[src/rtl/boot_seq_pkg.sv]
package boot_seq_pkg;
  typedef enum logic [2:0] {
    ST_IDLE  = 3'd0,
    ST_COUNT = 3'd1,
    ST_ADDR  = 3'd2,
    ST_DATA  = 3'd3,
    ST_DONE  = 3'd4,
    ST_ERR   = 3'd5
  } seq_state_t;

  localparam logic [15:0] TERM_WORD = 16'hFFFF;
endpackage

[src/rtl/boot_image_rom.sv]
module boot_image_rom #(
  parameter int DW    = 16,
  parameter int DEPTH = 14,
  parameter int IW    = $clog2(DEPTH + 1),
  parameter logic [DEPTH*DW-1:0] IMAGE = '0
) (
  input  logic [IW-1:0] rd_idx,
  output logic [DW-1:0] rd_word
);
  localparam int SLOTS = 2 ** IW;

  logic [DW-1:0] words [SLOTS];

  for (genvar g = 0; g < SLOTS; g++) begin : g_slot
    if (g < DEPTH) begin : g_used
      assign words[g] = IMAGE[g*DW +: DW];
    end else begin : g_pad
      assign words[g] = '0;
    end
  end

  assign rd_word = words[rd_idx];
endmodule

[src/rtl/boot_seq_ctrl.sv]
module boot_seq_ctrl
  import boot_seq_pkg::*;
#(
  parameter int DW    = 16,
  parameter int DEPTH = 14,
  parameter int IW    = $clog2(DEPTH + 1)
) (
  input  logic          clk,
  input  logic          rst_n,
  input  logic          start,
  input  logic          slv_busy,
  input  logic [DW-1:0] rom_word,
  output logic [IW-1:0] rom_idx,
  output logic          wr_en,
  output logic          wr_sel,
  output logic [DW-1:0] wr_data,
  output logic          done,
  output logic          error
);
  localparam logic [IW-1:0] LAST_IDX = IW'(DEPTH);

  seq_state_t    state_q, state_d;
  logic [IW-1:0] idx_q, idx_d;
  logic [DW-1:0] cnt_q, cnt_d;
  logic          idx_en, cnt_en;
  logic          past_end;

  assign past_end = (idx_q >= LAST_IDX);
  assign rom_idx  = idx_q;
  assign wr_data  = rom_word;
  assign done     = (state_q == ST_DONE);
  assign error    = (state_q == ST_ERR);

  always_comb begin
    state_d = state_q;
    idx_d   = idx_q;
    cnt_d   = cnt_q;
    idx_en  = 1'b0;
    cnt_en  = 1'b0;
    wr_en   = 1'b0;
    wr_sel  = 1'b0;
    unique case (state_q)
      ST_IDLE, ST_DONE, ST_ERR: begin
        if (start) begin
          state_d = ST_COUNT;
          idx_d   = '0;
          idx_en  = 1'b1;
        end
      end
      ST_COUNT: begin
        if (past_end) begin
          state_d = ST_ERR;
        end else if (rom_word == TERM_WORD) begin
          state_d = ST_DONE;
        end else begin
          cnt_d   = rom_word;
          cnt_en  = 1'b1;
          idx_d   = idx_q + 1'b1;
          idx_en  = 1'b1;
          state_d = ST_ADDR;
        end
      end
      ST_ADDR: begin
        if (past_end) begin
          state_d = ST_ERR;
        end else if (cnt_q == '0) begin
          idx_d   = idx_q + 1'b1;
          idx_en  = 1'b1;
          state_d = ST_COUNT;
        end else if (!slv_busy) begin
          wr_en   = 1'b1;
          wr_sel  = 1'b1;
          idx_d   = idx_q + 1'b1;
          idx_en  = 1'b1;
          state_d = ST_DATA;
        end
      end
      ST_DATA: begin
        if (past_end) begin
          state_d = ST_ERR;
        end else if (!slv_busy) begin
          wr_en  = 1'b1;
          idx_d  = idx_q + 1'b1;
          idx_en = 1'b1;
          cnt_d  = cnt_q - 1'b1;
          cnt_en = 1'b1;
          if (cnt_q == DW'(1)) state_d = ST_COUNT;
        end
      end
      default: state_d = ST_IDLE;
    endcase
  end

  always_ff @(posedge clk or negedge rst_n) begin
    if (!rst_n) begin
      state_q <= ST_IDLE;
      idx_q   <= '0;
      cnt_q   <= '0;
    end else begin
      state_q <= state_d;
      if (idx_en) idx_q <= idx_d;
      if (cnt_en) cnt_q <= cnt_d;
    end
  end

  AST_NO_WRITE_WHILE_BUSY: assert property (@(posedge clk) disable iff (!rst_n)
    slv_busy |-> !wr_en);

  AST_BUSY_HOLDS_WORD: assert property (@(posedge clk) disable iff (!rst_n)
    (state_q == ST_DATA && slv_busy && !past_end) |=> $stable(idx_q));

  AST_DONE_STICKY: assert property (@(posedge clk) disable iff (!rst_n)
    (done && !start) |=> done);

  AST_NO_WRITE_WHEN_DONE: assert property (@(posedge clk) disable iff (!rst_n)
    done |-> !wr_en);

  AST_ERROR_STICKY: assert property (@(posedge clk) disable iff (!rst_n)
    (error && !start) |=> (error && !wr_en));

  AST_FLAGS_EXCLUSIVE: assert property (@(posedge clk) disable iff (!rst_n)
    $onehot0({done, error}));

  AST_RUN_BEGINS_WITH_ADDR: assert property (@(posedge clk) disable iff (!rst_n)
    (wr_en && $past(state_q) == ST_COUNT) |-> wr_sel);
endmodule

[src/rtl/boot_download_seq.sv]
module boot_download_seq #(
  parameter int DW    = 16,
  parameter int DEPTH = 14,
  parameter logic [DEPTH*DW-1:0] IMAGE = {
    16'hFFFF, 16'h00CC, 16'h3210, 16'h0000, 16'h0002,
    16'hBEEF, 16'h4010, 16'h0001, 16'h0007, 16'h0000,
    16'h0056, 16'h1234, 16'h0001, 16'h0002 }
) (
  input  logic          clk,
  input  logic          rst_n,
  input  logic          start,
  input  logic          slv_busy,
  output logic          wr_en,
  output logic          wr_sel,
  output logic [15:0]   wr_data,
  output logic          done,
  output logic          error
);
  localparam int IW = $clog2(DEPTH + 1);

  logic          rst_meta, rst_sync;
  logic [IW-1:0] rom_idx;
  logic [DW-1:0] rom_word;
  logic [DW-1:0] wr_word;

  always_ff @(posedge clk or negedge rst_n) begin
    if (!rst_n) begin
      rst_meta <= 1'b0;
      rst_sync <= 1'b0;
    end else begin
      rst_meta <= 1'b1;
      rst_sync <= rst_meta;
    end
  end

  boot_image_rom #(.DW(DW), .DEPTH(DEPTH), .IW(IW), .IMAGE(IMAGE)) u_rom (
    .rd_idx  (rom_idx),
    .rd_word (rom_word)
  );

  boot_seq_ctrl #(.DW(DW), .DEPTH(DEPTH), .IW(IW)) u_ctrl (
    .clk      (clk),
    .rst_n    (rst_sync),
    .start    (start),
    .slv_busy (slv_busy),
    .rom_word (rom_word),
    .rom_idx  (rom_idx),
    .wr_en    (wr_en),
    .wr_sel   (wr_sel),
    .wr_data  (wr_word),
    .done     (done),
    .error    (error)
  );

  assign wr_data = 16'(wr_word);
endmodule

[config.mk]
export PLATFORM = sky130hd
export DESIGN_NAME = boot_download_seq
export DESIGN_NICKNAME = d
export VERILOG_FILES = /design/src/rtl/boot_seq_pkg.sv /design/src/rtl/boot_image_rom.sv /design/src/rtl/boot_seq_ctrl.sv /design/src/rtl/boot_download_seq.sv
export SDC_FILE = /design/constraint.sdc
export NUM_CORES = 1
export LEC_CHECK = 0
export BUFFER_PORTS_ARGS = -buffer_cell sky130_fd_sc_hd__buf_4
export CORE_UTILIZATION = 60
export DETAILED_ROUTE_END_ITERATION = 8
export GPL_TIMING_DRIVEN = 0
export PLACE_DENSITY = 0.82
export RECOVER_POWER = 25
export SETUP_SLACK_MARGIN = 0.15
export SLEW_MARGIN = 25
export SYNTH_ARGS = -nofsm -noshare
export SYNTH_HDL_FRONTEND = slang
export SYNTH_SLANG_ARGS = --single-unit
[constraint.sdc]
create_clock -name clk -period 3.2 [get_ports clk]
set_input_delay 0 -clock clk [delete_from_list [all_inputs] [get_ports clk]]
set_output_delay 0 -clock clk [all_outputs]
set_load 0.1 [all_outputs]
==> impl_metrics.prom <==
# TYPE chip_impl_metric gauge
chip_impl_metric{name="synth_area_per_cell",unit="um2"} 8.30
chip_impl_metric{name="slew_headroom",unit="%"} 34.1
chip_impl_metric{name="synthesis.nets",unit=""} 254
chip_impl_metric{name="timing.max_cap.violations",unit=""} 0
chip_impl_metric{name="fin_tns_setup",unit="ns"} 0
chip_impl_metric{name="regToRegSetupSlack",unit="ns"} 0.72
chip_impl_metric{name="grt_pass1_vias",unit=""} 1739
chip_impl_metric{name="final_net_count",unit=""} 284
chip_impl_metric{name="worst_ep_required_time",unit="ns"} 3.20
chip_impl_metric{name="crit_fanout",unit=""} 11
chip_impl_metric{name="synth_enable_flop_cells",unit=""} 0
chip_impl_metric{name="per_cell_via_count_in_the_routed_design",unit=""} 6.19
chip_impl_info{name="cpLargestDelayFamily",value="buffers and inverters"} 1
chip_impl_metric{name="vias",unit=""} 1931
chip_impl_metric{name="die_height",unit="um"} 59.5
chip_impl_metric{name="total_area_of_multi_input_combinational_cells",unit="um2"} 1220
chip_impl_info{name="critPathSlowestCell",value="dfrtp_1"} 1
chip_impl_metric{name="met2_wirelength",unit="um"} 2270
chip_impl_info{name="outcome",value="finished clean"} 1
chip_impl_metric{name="number_of_antenna_violations_at_the_first_check_in_global_routing",unit=""} 0
chip_impl_metric{name="cts_post_setup_buffers_inserted",unit=""} 0
chip_impl_metric{name="synth_warnings",unit=""} 0
chip_impl_metric{name="grtUsageTotal",unit="%"} 29.2
chip_impl_metric{name="wl_per_cell",unit="um"} 15.6
chip_impl_info{name="cpMostUsedCell",value="buf_4"} 1
chip_impl_metric{name="cts.path.max_buffers",unit=""} 2
chip_impl_metric{name="globalRoute.totalOverflow",unit=""} 0
chip_impl_metric{name="synth_sequential_area_ratio",unit="%"} 31.5
chip_impl_metric{name="clkSlewWorstSetupHoldPaths",unit="ns"} 0.14
chip_impl_info{name="synth_top_flop_cell",value="dfrtp_1"} 1
chip_impl_metric{name="final-max-slew-violation-count",unit=""} 0
chip_impl_info{name="rsz0062_at_grt",value="false"} 1
chip_impl_info{name="worst-setup-path-type",value="register to output port"} 1
chip_impl_metric{name="final_skew",unit="ns"} 0.0132
chip_impl_metric{name="floorplan.core_area",unit="um2"} 3100
chip_impl_info{name="critical_path_cell_list",value="inv_1 > ha_1 > and2_1 > o21ai_0 > nand2_1 > buf_4 > buf_4"} 1
chip_impl_metric{name="wire_length_of_the_first_global_routing_pass",unit="um"} 7870
chip_impl_metric{name="max_stage_delay",unit="ns"} 0.58
chip_impl_metric{name="insertedDiodeCount",unit=""} 0
chip_impl_metric{name="whs",unit="ns"} 0.309
chip_impl_metric{name="critical_path_buf_inv_count",unit=""} 3
chip_impl_info{name="timing.critical_path.to_type",value="output port"} 1
chip_impl_metric{name="detailedRoute.firstIterationViolations",unit=""} 133
chip_impl_info{name="cp-start-kind",value="register"} 1
chip_impl_info{name="highest_layer",value="met4"} 1
chip_impl_metric{name="worstHoldPathCells",unit=""} 4
chip_impl_metric{name="cts-hold-fix-buffers",unit=""} 3
chip_impl_info{name="worstHoldStart",value="slv_busy"} 1
chip_impl_info{name="hold_path.class",value="input port to register"} 1
chip_impl_metric{name="cts-htree-levels",unit=""} 1
chip_impl_metric{name="worstSkewPairLatency",unit="ns"} 0.33
chip_impl_info{name="tritoncts_clock_tree",value="built"} 1
chip_impl_metric{name="first_pass_drt_iterations",unit=""} 4
chip_impl_metric{name="place_congestion",unit=""} 0.906
chip_impl_metric{name="routed-wl-met3",unit="um"} 344
chip_impl_metric{name="worst-endpoint-arrival",unit="ns"} 2.70
chip_impl_metric{name="fp-row-count",unit=""} 20
chip_impl_metric{name="fillCellCount",unit=""} 266
chip_impl_metric{name="ys_seq_elements",unit=""} 25
chip_impl_metric{name="final_cell_area",unit="um2"} 2280
chip_impl_metric{name="synth_cell_type_count",unit=""} 50
chip_impl_metric{name="count_of_input_and_output_buffers",unit=""} 22
chip_impl_metric{name="die-width",unit="um"} 59.5
chip_impl_metric{name="synthesis.instances",unit=""} 239
chip_impl_metric{name="drive_above_1_share",unit="%"} 19.4
chip_impl_metric{name="area_growth_syn_to_layout",unit="%"} 14.8
chip_impl_metric{name="post_cts_resize_count",unit=""} 0
chip_impl_metric{name="cts.sink_count",unit=""} 25
chip_impl_metric{name="seq_area",unit="um2"} 626
chip_impl_info{name="reg2reg_to",value="u_ctrl.cnt_q[7]$_DFFE_PN0P_"} 1
chip_impl_metric{name="drt-met1-wl",unit="um"} 2220
chip_impl_metric{name="post-dp-hpwl",unit="um"} 3560
chip_impl_metric{name="worst-slew-pin-transition",unit="ns"} 0.988
chip_impl_metric{name="drcViolationCount",unit=""} 0
chip_impl_metric{name="async_reset_ff_share",unit="%"} 100
chip_impl_metric{name="mappedNetlistArea",unit="um2"} 1980
chip_impl_metric{name="final.period_utilization",unit="%"} 84.3
chip_impl_metric{name="totalWireLength",unit="um"} 4860
chip_impl_metric{name="placed_cell_area",unit="um2"} 2220
chip_impl_metric{name="start_util",unit="%"} 63.9
chip_impl_info{name="worstReg2RegStart",value="u_ctrl.rom_idx[0]$_DFFE_PN0P_"} 1
chip_impl_metric{name="detail-route-antenna-nets",unit=""} 0
chip_impl_metric{name="die_area",unit="um2"} 3540
chip_impl_metric{name="hold_violations",unit=""} 0
chip_impl_metric{name="period_needed",unit="ns"} 2.70
chip_impl_metric{name="timing.fmax",unit="MHz"} 371
chip_impl_metric{name="floorplan.io_pins",unit=""} 24
chip_impl_metric{name="worst_reg_to_reg_path_cell_count",unit=""} 9
chip_impl_info{name="hold-path-endpoint",value="u_ctrl.state_q[0]$_DFFE_PN0P_"} 1
chip_impl_metric{name="setup-violations-final",unit=""} 0
chip_impl_metric{name="numCtsBuffers",unit=""} 3
chip_impl_metric{name="largest_net_degree_at_the_start_of_global_routing",unit=""} 24
chip_impl_info{name="cts.root.buffer_cell",value="clkbuf_4"} 1
[logic make-up (layout without fill, tap and decap cells)]
kind of cell | after synthesis | after routing | synth area share, %
buffers and inverters | 31 | 60 | 7.70
other | 1 | 1 | 0.189
AOI/OAI and AO/OA | 87 | 87 | 28.6
adders and majority gates | 11 | 11 | 6.94
muxes | 4 | 4 | 2.27
DFF | 25 | 25 | 31.5
and+or+nand+nor | 80 | 80 | 22.7
[tightest hold or removal path, cell delays in order]
cell      delay [ns]
clkbuf_1        0.21
a21oi_1         0.19
nor3_1          0.07
a21oi_1         0.13
[cell type report]
class / count / area share (%)
multi-input cells: 183 / 53.7
flip-flops and latches: 25 / 27.5
repair buffers: 25 / 8.57
plain buffers: 18 / 4.56
well taps: 44 / 2.42
inverters: 13 / 2.14
clock buffers: 4 / 1.15
[metrics by stage]
stage | util, % | cells | setup slack (ns)
3_3_place_gp | 71.6 | 305 | 0.764
3_5_place_dp | 71.6 | 305 | 0.778
6_report | 73.4 | 312 | 0.504
4_1_cts | 73.4 | 312 | 0.533
2_1_floorplan | - | 239 | 0.214
5_1_grt | 73.4 | 312 | 0.425
[worst max-delay path by stage]
| stage | from | end | slack [ns] | depth (start not counted) |
|---|---|---|---|---|
| after CTS | u_ctrl.rom_idx[1]$_DFFE_PN0P_ | wr_data[12] | 0.53 | 7 |
| after floorplan | u_ctrl.rom_idx[1]$_DFFE_PN0P_ | wr_data[5] | 0.21 | 4 |
| after global placement | u_ctrl.rom_idx[0]$_DFFE_PN0P_ | u_ctrl.cnt_q[7]$_DFFE_PN0P_ | 0.76 | 9 |
| final | u_ctrl.rom_idx[1]$_DFFE_PN0P_ | wr_data[12] | 0.50 | 7 |
| after detailed placement | u_ctrl.rom_idx[0]$_DFFE_PN0P_ | u_ctrl.cnt_q[7]$_DFFE_PN0P_ | 0.78 | 9 |
| after global routing | u_ctrl.rom_idx[1]$_DFFE_PN0P_ | wr_data[12] | 0.42 | 7 |
[routing by layer]
layer  GRT usage, %  vias to the layer above
li1               -                      922
met1           40.6                      924
met2           47.4                       81
met3           5.02                        4
met4           6.98                        0
met5              0                        -
[registers in the layout, indices dropped and copies added, names as in the netlist]
register	count
rst_sync	1
u_ctrl.rom_idx	4
rst_meta	1
u_ctrl.cnt_q	16
u_ctrl.state_q	3
[synthesized netlist by cell type, types with 4 or more instances]
library cell / number / area share [%]
nor3_1: 11 / 2.8
nor2_1: 26 / 4.9
buf_4: 4 / 1.5
a21oi_1: 21 / 5.3
nand2_1: 15 / 2.8
o22a_1: 6 / 2.6
dfrtp_1: 25 / 32
ha_1: 11 / 6.9
nor4_1: 4 / 1.3
o21a_1: 4 / 1.5
buf_2: 5 / 1.3
inv_1: 13 / 2.5
o21ai_0: 26 / 6.6
clkbuf_1: 7 / 1.3
nand3_1: 4 / 1.0
a31oi_1: 7 / 2.2
[layout by cell type, fill, tap and decap left out, types with 2 or more instances in the layout]
cell and instances:
nor2_1 26, buf_4 25, dfrtp_1 25, o21ai_0 24, a21oi_1 21, nand2_1 15, inv_1 13, ha_1 11
nor3_1 9, clkbuf_1 8, a31oi_1 7, o22a_1 6, buf_2 5, nand3_1 4, nor4_1 4, o21a_1 4
clkbuf_4 4, mux2i_1 3, o211ai_1 3, o31a_1 3, nand4_1 3, or3_1 3, o21ba_2 3, dlygate4sd3_1 3
nand3b_1 2, o21ai_1 2, o211a_1 2, a21o_1 2, nor3_2 2, buf_6 2
Power is not shown: default switching activity piles up to over one toggle a cycle in this logic, so the estimate is an artifact.
